==> config.mk <==
export PLATFORM = sky130hd
export DESIGN_NAME = spi_cmd_regfile
export DESIGN_NICKNAME = d
export VERILOG_FILES = /design/src/rtl/spi_cmd_pkg.sv /design/src/rtl/spi_cmd_sync.sv /design/src/rtl/spi_cmd_regbank.sv /design/src/rtl/spi_cmd_ready.sv /design/src/rtl/spi_cmd_regfile.sv
export SDC_FILE = /design/constraint.sdc
export NUM_CORES = 1
export LEC_CHECK = 0
export BUFFER_PORTS_ARGS = -buffer_cell sky130_fd_sc_hd__buf_2
export CAP_MARGIN = 20
export CELL_PAD_IN_SITES_DETAIL_PLACEMENT = 1
export CELL_PAD_IN_SITES_GLOBAL_PLACEMENT = 1
export CORE_MARGIN = 4
export CORE_UTILIZATION = 47
export CTS_BUF_LIST = sky130_fd_sc_hd__clkbuf_4
export CTS_CLUSTER_SIZE = 30
export DETAILED_ROUTE_END_ITERATION = 8
export PLACE_DENSITY_LB_ADDON = 0.1
export RECOVER_POWER = 50
export SYNTH_ARGS = -nofsm -noshare
export SYNTH_HDL_FRONTEND = slang
export SYNTH_SLANG_ARGS = --single-unit
==> constraint.sdc <==
create_clock -name clk -period 3.28 [get_ports clk]
set_input_delay 0.328 -clock clk [delete_from_list [all_inputs] [get_ports clk]]
set_output_delay 0.328 -clock clk [all_outputs]
set_load 0.1 [all_outputs]
==> src/rtl/spi_cmd_pkg.sv <==
package spi_cmd_pkg;

    typedef enum logic [2:0] {
        ST_CMD,
        ST_CNT,
        ST_WR,
        ST_RD,
        ST_RES
    } fsm_state_t;

    localparam logic [3:0] OPH_RREG   = 4'h1;
    localparam logic [3:0] OPH_WREG   = 4'h5;
    localparam logic [7:0] OP_RDATA   = 8'h01;
    localparam logic [7:0] OP_RDATAC  = 8'h03;
    localparam logic [7:0] OP_SDATAC  = 8'h0F;

    localparam int         ORDER_BIT  = 3;
    localparam int         RATE_ADDR  = 3;
    localparam logic [7:0] RATE_RST   = 8'hF0;

    function automatic logic [7:0] reg_rst_val(input int addr);
        return (addr == RATE_ADDR) ? RATE_RST : 8'h00;
    endfunction

endpackage

==> src/rtl/spi_cmd_sync.sv <==
module spi_cmd_sync #(
    parameter int             W       = 3,
    parameter int             STAGES  = 2,
    parameter logic [W-1:0]   RST_VAL = '0
) (
    input  logic         clk,
    input  logic         rst_n,
    input  logic [W-1:0] d,
    output logic [W-1:0] q
);

    logic [W-1:0] stage_q [STAGES];

    always_ff @(posedge clk or negedge rst_n) begin
        if (!rst_n) begin
            for (int i = 0; i < STAGES; i++) stage_q[i] <= RST_VAL;
        end else begin
            stage_q[0] <= d;
            for (int i = 1; i < STAGES; i++) stage_q[i] <= stage_q[i-1];
        end
    end

    assign q = stage_q[STAGES-1];

endmodule

==> src/rtl/spi_cmd_regbank.sv <==
module spi_cmd_regbank
    import spi_cmd_pkg::*;
#(
    parameter int NREG = 11,
    parameter int AW   = $clog2(NREG)
) (
    input  logic              clk,
    input  logic              rst_n,
    input  logic              wr_en,
    input  logic [AW-1:0]     wr_addr,
    input  logic [7:0]        wr_data,
    input  logic [AW-1:0]     rd_addr,
    output logic [7:0]        rd_byte,
    output logic [NREG*8-1:0] regs_flat
);

    logic [7:0] mem_q [NREG];

    for (genvar g = 0; g < NREG; g++) begin : g_reg
        always_ff @(posedge clk or negedge rst_n) begin
            if (!rst_n)
                mem_q[g] <= reg_rst_val(g);
            else if (wr_en && (wr_addr == AW'(g)))
                mem_q[g] <= wr_data;
        end
        assign regs_flat[g*8 +: 8] = mem_q[g];
    end

    always_comb begin
        rd_byte = 8'h00;
        if (int'(rd_addr) < NREG) rd_byte = mem_q[rd_addr];
    end

    AST_WR_ADDR_RANGE: assert property (@(posedge clk) disable iff (!rst_n)
        wr_en |-> (int'(wr_addr) < NREG));

endmodule

==> src/rtl/spi_cmd_ready.sv <==
module spi_cmd_ready #(
    parameter int RES_W = 24
) (
    input  logic             clk,
    input  logic             rst_n,
    input  logic             res_valid,
    input  logic [RES_W-1:0] res_data,
    input  logic             res_updating,
    input  logic             done,
    output logic [RES_W-1:0] hold,
    output logic             drdy_n
);

    logic pending_q;

    always_ff @(posedge clk or negedge rst_n) begin
        if (!rst_n) begin
            pending_q <= 1'b0;
            hold      <= '0;
        end else begin
            if (res_valid) hold <= res_data;
            if (res_updating)   pending_q <= 1'b0;
            else if (res_valid) pending_q <= 1'b1;
            else if (done)      pending_q <= 1'b0;
        end
    end

    assign drdy_n = ~pending_q;

    AST_UPDATE_FORCES_HIGH: assert property (@(posedge clk) disable iff (!rst_n)
        res_updating |=> drdy_n);
    AST_STROBE_SETS_READY: assert property (@(posedge clk) disable iff (!rst_n)
        (res_valid && !res_updating) |=> !drdy_n);
    AST_DONE_CLEARS_READY: assert property (@(posedge clk) disable iff (!rst_n)
        (done && !res_valid && !res_updating) |=> drdy_n);

endmodule

==> src/rtl/spi_cmd_regfile.sv <==
module spi_cmd_regfile
    import spi_cmd_pkg::*;
#(
    parameter int NREG   = 11,
    parameter int RES_W  = 24,
    parameter int STAGES = 2
) (
    input  logic              clk,
    input  logic              rst_n,
    input  logic              spi_csn,
    input  logic              spi_sclk,
    input  logic              spi_mosi,
    output logic              spi_miso,
    input  logic              res_valid,
    input  logic [RES_W-1:0]  res_data,
    input  logic              res_updating,
    output logic              data_ready_n,
    output logic [NREG*8-1:0] cfg_regs
);

    localparam int            AW    = $clog2(NREG);
    localparam int            BW    = $clog2(RES_W);
    localparam logic [BW-1:0] LAST  = BW'(RES_W - 1);
    localparam logic [AW-1:0] ATOP  = AW'(NREG - 1);

    // pin synchronizers: {csn, sclk, mosi}
    logic [2:0] pins_s;
    spi_cmd_sync #(.W(3), .STAGES(STAGES), .RST_VAL(3'b100)) u_sync (
        .clk   (clk),
        .rst_n (rst_n),
        .d     ({spi_csn, spi_sclk, spi_mosi}),
        .q     (pins_s)
    );

    logic cs_on, sclk_s, mosi_s, sclk_d;
    assign cs_on  = ~pins_s[2];
    assign sclk_s = pins_s[1];
    assign mosi_s = pins_s[0];

    always_ff @(posedge clk or negedge rst_n) begin
        if (!rst_n) sclk_d <= 1'b0;
        else        sclk_d <= sclk_s;
    end

    logic rise_evt, fall_evt;
    assign rise_evt = cs_on &  sclk_s & ~sclk_d;
    assign fall_evt = cs_on & ~sclk_s &  sclk_d;

    // state
    fsm_state_t    state_q, state_d;
    logic [BW-1:0] bit_q, bit_d;
    logic [6:0]    sh_q, sh_d;
    logic [AW-1:0] addr_q, addr_d, left_q, left_d;
    logic          is_wr_q, is_wr_d, cont_q, cont_d;
    logic          wr_en, done;
    logic [7:0]    byte_now, rd_byte;
    logic [RES_W-1:0] hold;
    logic          order_lsb;

    assign byte_now  = {sh_q, mosi_s};
    assign order_lsb = cfg_regs[ORDER_BIT];

    spi_cmd_regbank #(.NREG(NREG), .AW(AW)) u_regs (
        .clk       (clk),
        .rst_n     (rst_n),
        .wr_en     (wr_en),
        .wr_addr   (addr_q),
        .wr_data   (byte_now),
        .rd_addr   (addr_q),
        .rd_byte   (rd_byte),
        .regs_flat (cfg_regs)
    );

    spi_cmd_ready #(.RES_W(RES_W)) u_ready (
        .clk          (clk),
        .rst_n        (rst_n),
        .res_valid    (res_valid),
        .res_data     (res_data),
        .res_updating (res_updating),
        .done         (done),
        .hold         (hold),
        .drdy_n       (data_ready_n)
    );

    function automatic logic [AW-1:0] next_addr(input logic [AW-1:0] a);
        return (a == ATOP) ? '0 : a + AW'(1);
    endfunction

    function automatic logic [AW-1:0] start_addr(input logic [3:0] nib);
        return (int'(nib) < NREG) ? AW'(nib) : '0;
    endfunction

    function automatic logic [AW-1:0] cap_count(input logic [7:0] b);
        return (int'(b) >= NREG) ? ATOP : AW'(b);
    endfunction

    // next-state logic
    always_comb begin
        state_d = state_q;
        bit_d   = bit_q;
        sh_d    = sh_q;
        addr_d  = addr_q;
        left_d  = left_q;
        is_wr_d = is_wr_q;
        cont_d  = cont_q;
        wr_en   = 1'b0;
        done    = 1'b0;
        if (!cs_on) begin
            state_d = ST_CMD;                       // deselect
            bit_d   = '0;
        end else if (res_updating && state_q == ST_RES) begin
            state_d = ST_CMD;                       // update-abort
            bit_d   = '0;
        end else if (rise_evt) begin
            if (state_q == ST_CMD && bit_q == '0 && cont_q && !data_ready_n)
                state_d = ST_RES;                   // auto-result
        end else if (fall_evt) begin
            if (state_q == ST_RES) begin
                if (bit_q == LAST) begin
                    done    = 1'b1;
                    state_d = ST_CMD;               // result-end
                    bit_d   = '0;
                end else begin
                    bit_d = bit_q + BW'(1);
                end
            end else begin
                sh_d = byte_now[6:0];
                if (bit_q[2:0] != 3'd7) begin
                    bit_d = bit_q + BW'(1);
                end else begin
                    bit_d = '0;
                    unique case (state_q)
                        ST_CMD: begin
                            if (byte_now[7:4] == OPH_RREG || byte_now[7:4] == OPH_WREG) begin
                                addr_d  = start_addr(byte_now[3:0]);
                                is_wr_d = (byte_now[7:4] == OPH_WREG);
                                state_d = ST_CNT;           // open-burst
                            end else if (byte_now == OP_RDATA) begin
                                state_d = ST_RES;           // read-result
                            end else if (byte_now == OP_RDATAC) begin
                                cont_d = 1'b1;
                            end else if (byte_now == OP_SDATAC) begin
                                cont_d = 1'b0;
                            end
                        end
                        ST_CNT: begin
                            left_d  = cap_count(byte_now);
                            state_d = is_wr_q ? ST_WR : ST_RD; // count-write / count-read
                        end
                        ST_WR, ST_RD: begin
                            wr_en = (state_q == ST_WR);
                            if (left_q == '0) begin
                                state_d = ST_CMD;           // burst-end
                            end else begin
                                left_d = left_q - AW'(1);
                                addr_d = next_addr(addr_q);
                            end
                        end
                        default: state_d = ST_CMD;
                    endcase
                end
            end
        end
    end

    // state register
    always_ff @(posedge clk or negedge rst_n) begin
        if (!rst_n) begin
            state_q <= ST_CMD;
            bit_q   <= '0;
            sh_q    <= '0;
            addr_q  <= '0;
            left_q  <= '0;
            is_wr_q <= 1'b0;
            cont_q  <= 1'b0;
        end else begin
            state_q <= state_d;
            bit_q   <= bit_d;
            sh_q    <= sh_d;
            addr_q  <= addr_d;
            left_q  <= left_d;
            is_wr_q <= is_wr_d;
            cont_q  <= cont_d;
        end
    end

    // output: MISO bit for the state being entered at this rising edge
    logic [BW-1:0] res_idx;
    logic          out_bit;
    always_comb begin
        res_idx = order_lsb ? bit_q : (LAST - bit_q);
        unique case (state_d)
            ST_RD:   out_bit = rd_byte[~bit_q[2:0]];
            ST_RES:  out_bit = hold[res_idx];
            default: out_bit = 1'b0;
        endcase
    end

    always_ff @(posedge clk or negedge rst_n) begin
        if (!rst_n)        spi_miso <= 1'b0;
        else if (!cs_on)   spi_miso <= 1'b0;
        else if (rise_evt) spi_miso <= out_bit;
    end

    AST_DESELECT_IDLE: assert property (@(posedge clk) disable iff (!rst_n)
        !cs_on |=> (state_q == ST_CMD && bit_q == '0));
    AST_BYTE_BIT_RANGE: assert property (@(posedge clk) disable iff (!rst_n)
        (state_q != ST_RES) |-> (bit_q < BW'(8)));
    AST_RESULT_BIT_RANGE: assert property (@(posedge clk) disable iff (!rst_n)
        (state_q == ST_RES) |-> (bit_q <= LAST));
    AST_BURST_LEFT_RANGE: assert property (@(posedge clk) disable iff (!rst_n)
        (state_q == ST_RD || state_q == ST_WR) |-> (left_q <= ATOP && addr_q <= ATOP));

endmodule

==> run_results.csv, run 1 <==
group,metric,value,unit
run_status,outcome,"finished, violations left",
run_status,violations,"capacitance limit, slew limit",
global_route,grt-busiest-layer,"met2",
cts,cts.sinks,146,
sta,rsz0062_at_grt,"no",
global_route,met1_usage,0.324,
placement,io_buffers,120,
worst_setup_path,worst-setup-path-type,"flop to flop",
floorplanning,rows,45,
global_route,grt_pass1_wl,33800,um
yosys,yosysSeqAreaShare,0.495,
yosys,yosysMostFrequentCell,"dfrtp_1",
cts,cts-htree-levels,4,
global_route,grt_pass1_vias,6024,
yosys,syn-instance-count,605,
worst_setup_path,cp_max_fo,8,
sta,hold_viol_final,0,
drt,antenna_left,0,
drt,wl_per_cell,21.4,um
worst_setup_path,slowest_delay,490,ps
worst_setup_path,crit_chain,"ha_1 -> ha_1 -> nand4bb_1 -> or3_1 -> nor3_2 -> nand2_1 -> mux2_1",
sta,timing.fmax,365,MHz
finish,fin_cells,972,
cts,clkTransAtPathRegs,130,ps
power,powerDensity,403,mW/mm^2
worst_setup_path,critPathBufInv,0,
worst_setup_path,cp-start-kind,"flop",
worst_setup_path,critPathArrivalTime,3190,ps
yosys,synth_fp_nets,641,
worst_setup_path,worst_setup_path_end_kind,"flop",
drt,drt_iter0_drc,327,
sta,max_slew_margin,-0.610,
yosys,yosys_most_used_dff,"dfrtp_1",
floorplanning,start_util,0.483,
sta,worst_pin_slew,2410,ps
power,leakagePower,0.00415,uW
yosys,synth.avg_cell_area,12.2,sq um
floorplanning,num_io_pins,121,
floorplanning,fp.dieW,134,um
drt,routed_wl,20800,um
drt,drtPass1Iterations,5,
yosys,synth_cell_types,69,
yosys,synthArstFlopShare,1.00,
sta,setup_viol_count_final,0,
worst_setup_path,crit_path_frequent_cell,"ha_1",
worst_setup_path,required,3730,ps
placement,post-dp-hpwl,14700,um
yosys,yosys.area.top_type,"dfrtp_1",
sta,finalClockSkew,36.5,ps
floorplanning,coreArea,0.0153,sq mm
finish,syn_to_final_growth,17.9,%
worst_setup_path,critPathTopFamily,"simple AND/OR/NAND/NOR gates",
yosys,synth_area,0.00740,sq mm
floorplanning,die_y,134,um
sta,min_period_over_period,0.834,
sta,setup-tns-final,0,ps
drt,avgViaCountPerCell,5.76,
cts,cts.repair.resized,0,
yosys,synth.top_cells.by_count,"140 x dfrtp_1, 115 x mux2_2, 38 x nand2_1",
finish,fin_util,0.570,
yosys,synth_area_leaders,"dfrtp_1 47%, mux2_2 17%, mux4_2 5.8%, mux2i_1 2.6%, dfstp_2 2.1%",
yosys,synth_top_cell_area_share,0.473,
cts,cts_tree,"yes",
flow_run,max_cap_violations,1,
floorplanning,dieArea,0.0178,sq mm
worst_hold_path,holdCritStartpoint,"res_data[4]",
cts,clockRootBuffer,"clkbuf_4",
finish,layout-drive-gt1-share,0.411,
yosys,yosys_warnings,0,
yosys,ys_seq_elements,146,
placement,place.gp.congestion,0.818,
drt,vias,5599,
cts,cts_buffers,17,
power,peakVddDrop,0.000340,V
global_route,gr-usage-met2,0.406,
global_route,grt_overflow,0,
worst_hold_path,holdCritPathClass,"input pin to flop",
drt,drc,0,
finish,nNetsFinal,783,
global_route,grt_antenna_before_repair,1,
global_route,grtUsageTotal,0.243,
worst_setup_path,cp-startpoint,"bit_q[1]$_DFFE_PN0P_",
yosys,synth-edff-count,0,
worst_setup_path,crit_slowest_cell,"or3_1",
placement,post-place-cells,910,
worst_setup_path,reg2reg_from,"bit_q[1]$_DFFE_PN0P_",
global_route,use_met3,0.0517,
cts,clk_latency,570,ps
global_route,grt_max_degree,97,
cts,cts_buffer_depth,2,
sta,finalMaxSlewViolations,97,
sta,fin_crit,2740,ps
[cells in the final DEF, fill, tap and decap left out, types with 4 or more instances in the layout]
| master | n |
|---|---|
| dfrtp_1 | 139 |
| buf_2 | 116 |
| mux2_2 | 115 |
| nand2_1 | 38 |
| dlygate4sd3_1 | 28 |
| o21ai_0 | 25 |
| nor2_1 | 23 |
| mux2i_1 | 19 |
| mux4_2 | 19 |
| a21oi_1 | 18 |
| clkbuf_4 | 18 |
| nor3_1 | 16 |
| buf_4 | 15 |
| inv_1 | 13 |
| nand3_1 | 11 |
| nor2b_1 | 11 |
| nand2b_1 | 9 |
| mux2_1 | 6 |
| dfstp_2 | 6 |
| ha_1 | 5 |
| inv_6 | 5 |
| o2111ai_1 | 4 |
| a31oi_1 | 4 |
| or3_1 | 4 |
| o221ai_1 | 4 |
| clkinv_2 | 4 |
| clkbuf_1 | 4 |
[where the power goes]
part	switching (uW)	internal (uW)
Combinational	233	191
Clock	695	391
Sequential	141	1860
Total	1070	2450
[worst register-to-register path: stages, from the launching register on]
cell and delay, ps:
dfrtp_1 400, ha_1 200, ha_1 250, nand4bb_1 250
or3_1 490, nor3_2 230, nand2_1 380, mux2_1 450
[final timing paths]
check                                                   end  slack [ps]  depth (start not counted)
setup / recovery           u_regs.regs_flat[12]$_DFFE_PN0P_         540                          7
hold / removal                  u_ready.hold[4]$_DFFE_PN0P_          40                          2
setup reg to reg           u_regs.regs_flat[12]$_DFFE_PN0P_         540                          7
hold reg to reg                       u_sync.q[2]$_DFF_PN1_         370                          0
max in group asynchronous             addr_q[0]$_DFFE_PN0P_         700                          2
min in group asynchronous               sh_q[2]$_DFFE_PN0P_        1030                          2
[sequential cells by signal, summed over array words and instances (netlist names)]
name and count:
sclk_d 1, is_wr_q 1, u_regs.regs_flat 88, cont_q 1, u_ready.hold 24, sh_q 7
state_q 3, spi_miso 1, left_q 4, u_ready.pending_q 1, u_sync.stage_q 3, addr_q 4
u_sync.q 3, bit_q 5
[layout make-up]
cell class	instances	area, sq um
fill	1645	6590
sequential	146	3660
multi-input combinational	403	3470
timing repair buffer	165	1010
tap	211	264
clock buffer	18	135
clock inverter	14	125
inverter	14	52.6
antenna	1	2.50
[layer usage]
layer / vias up / wire length, um
met3: 24 / 789
met5: - / 0
met4: 0 / 263
met1: 2914 / 9200
li1: 2536 / -
met2: 125 / 10600
[through the flow]
| step | instance area [sq um] | hold WS, ps | total power, uW | setup WS (ps) |
|---|---|---|---|---|
| floorplan | 7400 | 32.4 | 2230 | 697 |
| global route | 8730 | 3.32 | 3700 | 192 |
| detailed placement | 8200 | 344 | 2450 | 529 |
| finish | 8730 | 39.6 | 3520 | 543 |
| CTS | 8720 | 7.28 | 3550 | 478 |
| global placement | 8200 | 333 | 2430 | 580 |
[what timing repair did]
action                                 4_1_cts  5_1_grt
hold buffers                                26        2
endpoints found under the hold margin      113        2
buffers inserted                             0        0
[logic make-up after synthesis]
kind of cell / synth area share
multiplexers: 0.268
flip-flops: 0.495
AND/OR/NAND/NOR: 0.103
AO/OA/AOI/OAI: 0.0919
buffers and inverters: 0.0338
adder cells (fa/ha/maj): 0.00845
XOR/XNOR: 0.00118
(Power assumes the default switching activity.)
==> run 2: changes to the inputs <==
- CORE_UTILIZATION: 47 -> 43
- clock period: 3.28 -> 2.3 ns (I/O delays scaled with it)
==> run 2 against run 1 <==
  * The run ends with capacitance limit, slew limit, setup timing left
  * Clock power rose by 55%
  * Clock-buffer cell count unchanged
  * Wire length up 8.2%
==> run_results.csv, run 2 (synthesis results as in run 1) <==
group,metric,value,unit
run_status,outcome,"finished, violations left",
run_status,violations,"capacitance limit, slew limit, setup timing",
worst_setup_path,r2r_end,"spi_miso$_DFFE_PN0P_",
worst_setup_path,worst_setup_path_end_kind,"flop",
floorplanning,rows,47,
cts,clk_latency,570,ps
worst_setup_path,critPathTopFamily,"simple AND/OR/NAND/NOR gates",
global_route,grt_overflow,0,
global_route,grt_pass1_wl,35800,um
finish,syn_to_final_growth,25.1,%
global_route,met1_usage,0.294,
placement,post-dp-hpwl,16100,um
worst_setup_path,reg2reg_from,"bit_q[0]$_DFFE_PN0P_",
finish,diodes,0,
placement,io_buffers,120,
drt,routed_wl,22500,um
worst_setup_path,cp-start-kind,"flop",
sta,fin_crit,2350,ps
worst_hold_path,min_path_cells,3,
worst_setup_path,critPathArrivalTime,2860,ps
global_route,grt-busiest-layer,"met2",
worst_setup_path,rrSetupSlack,-50,ps
finish,fillers,1788,
cts,cts_tree,"yes",
worst_setup_path,rr_worst_depth,8,
worst_setup_path,required,2810,ps
drt,drc,0,
drt,wl_per_cell,22.0,um
cts,cts_buffer_depth,2,
sta,rsz0062_at_grt,"yes",
drt,drtPass1Iterations,5,
worst_setup_path,crit_slowest_cell,"or4_1",
floorplanning,dieArea,0.0194,sq mm
sta,worst_pin_slew,1550,ps
drt,avgViaCountPerCell,5.74,
worst_setup_path,crit_chain,"ha_4 -> ha_4 -> nand4bb_1 -> a21oi_1 -> or4_1 -> or4_1 -> a221o_1 -> nand4_1",
power,powerDensity,567,mW/mm^2
global_route,grt_pass1_vias,6393,
flow_run,max_cap_violations,1,
sta,timing.fmax,425,MHz
global_route,grt_max_degree,57,
drt,vias,5869,
power,peakVddDrop,0.000335,V
cts,clockRootBuffer,"clkbuf_4",
finish,fin_util,0.555,
global_route,grtUsageTotal,0.236,
worst_setup_path,critPathBufInv,0,
cts,clkTransAtPathRegs,130,ps
finish,nNetsFinal,826,
floorplanning,coreArea,0.0167,sq mm
sta,setup_viol_count_final,3,
drt,drt_iter0_drc,270,
cts,cts.sinks,146,
global_route,gr-usage-met2,0.407,
floorplanning,fp.dieW,139,um
finish,largest_register_ffs,88,
worst_setup_path,cp_max_fo,4,
sta,max_slew_margin,-0.0352,
sta,finalMaxSlewViolations,57,
sta,hold_viol_final,0,
worst_hold_path,holdCritStartpoint,"res_valid",
finish,stdcell_area,0.00926,sq mm
finish,layout-drive-gt1-share,0.464,
sta,hold_ws,198,ps
floorplanning,die_y,139,um
placement,place.gp.congestion,0.824,
worst_hold_path,whs_endpoint,"u_ready.hold[20]$_DFFE_PN0P_",
global_route,grt_antenna_before_repair,0,
global_route,use_met3,0.0480,
cts,cts-htree-levels,4,
finish,final_common_cell,"dfrtp_1",
worst_hold_path,holdCritPathClass,"input pin to flop",
cts,cts_setup_buffers,0,
sta,min_period_over_period,1.02,
sta,finalWorstSetupSlack,-53.3,ps
finish,most-common-layout-cells,"135 x dfrtp_1, 119 x buf_2, 115 x mux2_2",
cts,cts_buffers,17,
power,leakagePower,0.00440,uW
drt,antenna_left,0,
sta,finalClockSkew,22.5,ps
worst_setup_path,worst-setup-path-type,"flop to flop",
placement,place_area,0.00866,sq mm
floorplanning,num_io_pins,121,
worst_setup_path,slowest_delay,530,ps
floorplanning,start_util,0.443,
==> run 2: per-layer routing <==
metal,vias up,share of wire
met1,3070,0.42
li1,2626,-
met2,140,0.52
met3,33,0.040
met5,-,0
met4,0,0.023
==> run 2: layout make-up <==
type | count | area, sq um | share of cell area
Inverter | 14 | 52.6 | 0.00567
Sequential cell | 146 | 3670 | 0.396
Clock inverter | 13 | 150 | 0.0162
Timing Repair Buffer | 208 | 1430 | 0.154
Multi-Input combinational cell | 403 | 3560 | 0.384
Clock buffer | 18 | 135 | 0.0146
Tap cell | 220 | 275 | 0.0297
==> run 2: worst max path at each step <==
stage	startpoint	endpoint	slack [ps]	cells after the start
2_1_floorplan	bit_q[0]$_DFFE_PN0P_	spi_miso$_DFFE_PN0P_	8	8
3_3_place_gp	bit_q[1]$_DFFE_PN0P_	spi_miso$_DFFE_PN0P_	-30	10
3_5_place_dp	bit_q[0]$_DFFE_PN0P_	spi_miso$_DFFE_PN0P_	-100	10
4_1_cts	bit_q[0]$_DFFE_PN0P_	spi_miso$_DFFE_PN0P_	-50	9
5_1_grt	bit_q[0]$_DFFE_PN0P_	u_regs.regs_flat[37]$_DFFE_PN0P_	-120	9
6_report	bit_q[0]$_DFFE_PN0P_	spi_miso$_DFFE_PN0P_	-50	8
==> run 2: stage by stage <==
step / setup WS [ps] / setup TNS (ps) / power (uW) / instances
2_1_floorplan: 7.65 / 0 / 3180 / 605
3_3_place_gp: -26.6 / -26.6 / 3540 / 962
3_5_place_dp: -97.9 / -158 / 3570 / 962
4_1_cts: -47.6 / -48.7 / 5320 / 1022
5_1_grt: -124 / -3170 / 5510 / 1022
6_report: -53.3 / -62.6 / 5250 / 1022
==> run 2: tightest hold or removal path: stages <==
cell     delay [ps]
buf_2           280
nand2_1         120
o21ai_0          80
==> run 2: report_power, final <==
part	switching, uW	leakage [uW]	internal (uW)
logic	478	0.00232	329
clock network	1020	0.000150	670
registers	90.4	0.00193	2660
total	1590	0.00440	3660
==> run 2: timing repair <==
item	CTS	global route
resized for setup	4	7
pin swaps	0	0
endpoints found under the setup margin	18	87
endpoints found under the hold margin	82	0
hold buffers	29	0
==> run 3: changes to the inputs <==
- CORE_MARGIN: 4 -> 3
==> run 3 against run 2 <==
  * The flow still finishes with violations (capacitance limit, slew limit, setup timing)
  * Sequential cell count did not move
  * Fmax fell by 1.2%
  * Critical path depth fell by 2
  * Clock skew rose by 4.2 ps
  * First-iteration DRC count rose by 23%
  * Critical endpoint unchanged
==> run_results.csv, run 3 (synthesis results as in run 1) <==
group,metric,value,unit
drt,drc,0,
finish,fillers,1815,
finish,syn_to_final_growth,25.9,%
worst_setup_path,crit_chain,"nand2b_1 -> a211o_1 -> or4_1 -> or4_4 -> a221o_1 -> nand4_1",
power,leakagePower,0.00443,uW
global_route,grt_overflow,0,
cts,cts.sinks,146,
placement,post-place-cells,960,
placement,post-dp-hpwl,16200,um
drt,wl_per_cell,22.6,um
cts,clkTransAtPathRegs,120,ps
drt,wl_met2,12100,um
worst_setup_path,required,2790,ps
worst_setup_path,slowest_delay,500,ps
worst_hold_path,holdCritPathClass,"input pin to flop",
finish,most-common-layout-cells,"134 x dfrtp_1, 119 x buf_2, 115 x mux2_2",
floorplanning,dieArea,0.0188,sq mm
drt,dr_wl_met3,950,um
worst_setup_path,critPathBufInv,0,
sta,rsz0062_at_grt,"yes",
global_route,grt_pass1_vias,6386,
power,power.total,5240,uW
sta,worst_pin_slew,1680,ps
drt,highest_layer,"met4",
sta,setup_viol_count_final,1,
placement,place_ws,-109,ps
drt,avgViaCountPerCell,5.72,
global_route,grt_antenna_before_repair,1,
cts,clockRootBuffer,"clkbuf_4",
worst_setup_path,critPathTopFamily,"simple AND/OR/NAND/NOR gates",
worst_setup_path,crit_slowest_cell,"or4_1",
placement,io_buffers,120,
cts,cts-htree-levels,4,
cts,clk_latency,570,ps
global_route,grtUsageTotal,0.256,
sta,timing.fmax,420,MHz
worst_setup_path,critPathArrivalTime,2880,ps
floorplanning,start_util,0.443,
drt,antenna_left,0,
global_route,grt_pass1_wl,36200,um
worst_setup_path,worst-setup-path-type,"flop to flop",
finish,nNetsFinal,828,
floorplanning,die_y,137,um
drt,vias,5865,
worst_setup_path,cp-start-kind,"flop",
sta,finalClockSkew,26.7,ps
global_route,grt_max_degree,65,
floorplanning,fp.dieW,137,um
sta,max_slew_margin,-0.121,
sta,finalMaxSlewViolations,64,
floorplanning,rows,47,
cts,cts_tree,"yes",
finish,fin_cells,1025,
drt,drtPass1Iterations,5,
worst_setup_path,worst_setup_path_end_kind,"flop",
finish,final_common_cell,"dfrtp_1",
power,powerDensity,562,mW/mm^2
finish,largest_register_ffs,88,
sta,min_period_over_period,1.04,
floorplanning,coreArea,0.0167,sq mm
power,peakVddDrop,0.000323,V
flow_run,max_cap_violations,1,
finish,layout-drive-gt1-share,0.470,
run_status,violations,"capacitance limit, slew limit, setup timing",
floorplanning,num_io_pins,121,
run_status,outcome,"finished, violations left",
placement,place.gp.congestion,0.866,
drt,drt_iter0_drc,331,
drt,routed_wl,23200,um
worst_setup_path,cp_max_fo,5,
drt,wl_met1,9600,um
cts,cts_buffers,17,
sta,fin_crit,2380,ps
cts,cts_buffer_depth,2,
sta,hold_viol_final,0,
sta,finalWorstSetupSlack,-82.1,ps
==> run 3: worst paths after layout <==
check                      cells after the start  slack [ps]                        start                               end
setup / recovery                               6         -80             sclk_d$_DFF_PN0_              spi_miso$_DFFE_PN0P_
hold / removal                                 3         200                    res_valid      u_ready.hold[20]$_DFFE_PN0P_
setup reg to reg                               6         -80             sclk_d$_DFF_PN0_              spi_miso$_DFFE_PN0P_
hold reg to reg                                0         360  u_sync.stage_q[5]$_DFF_PN1_             u_sync.q[2]$_DFF_PN1_
max in group asynchronous                      3         260                        rst_n  u_regs.regs_flat[67]$_DFFE_PN0P_
min in group asynchronous                      2         640                        rst_n       u_ready.hold[0]$_DFFE_PN0P_
==> run 3: metrics by stage <==
stage | utilization | hold slack, ps | area (sq um) | TNS, ps
6_report | 0.558 | 204 | 9320 | -82.1
5_1_grt | 0.558 | 200 | 9320 | -1970
4_1_cts | 0.556 | 169 | 9280 | -72.2
3_5_place_dp | 0.517 | 272 | 8640 | -656
3_3_place_gp | 0.517 | 272 | 8640 | -9.81
2_1_floorplan | - | -65.6 | 7420 | 0
==> run 3: where the power goes <==
part           switching [uW]  internal [uW]
Clock                     985            673
Combinational             489            333
Sequential               96.9           2660
Total                    1570           3670
==> run 3: layer usage <==
| layer | global-route usage | vias to the layer above |
|---|---|---|
| li1 | - | 2632 |
| met5 | 0 | - |
| met1 | 0.318 | 3059 |
| met4 | 0.0837 | 0 |
| met2 | 0.445 | 145 |
| met3 | 0.0533 | 29 |
==> run 3: cell type report <==
type / instances / area [sq um] / share of cell area
flip-flops and latches: 146 / 3670 / 0.394
multi-input cells: 403 / 3600 / 0.387
repair buffers: 210 / 1440 / 0.154
well taps: 220 / 275 / 0.0295
clock buffers: 19 / 143 / 0.0153
clock inverters: 12 / 135 / 0.0145
inverters: 14 / 52.6 / 0.00564
diodes: 1 / 2.50 / 0.000269
==> run 3: repair_timing <==
item	4_1_cts	5_1_grt
pin swaps	4	3
endpoints found under the hold margin	83	0
hold buffers	29	0
gates resized for setup	9	7
endpoints found under the setup margin	31	52
setup buffers	2	2
==> run 3: worst min-delay path, stage by stage <==
cell and delay (ps):
buf_2 290, nand2_1 130, o21ai_0 70
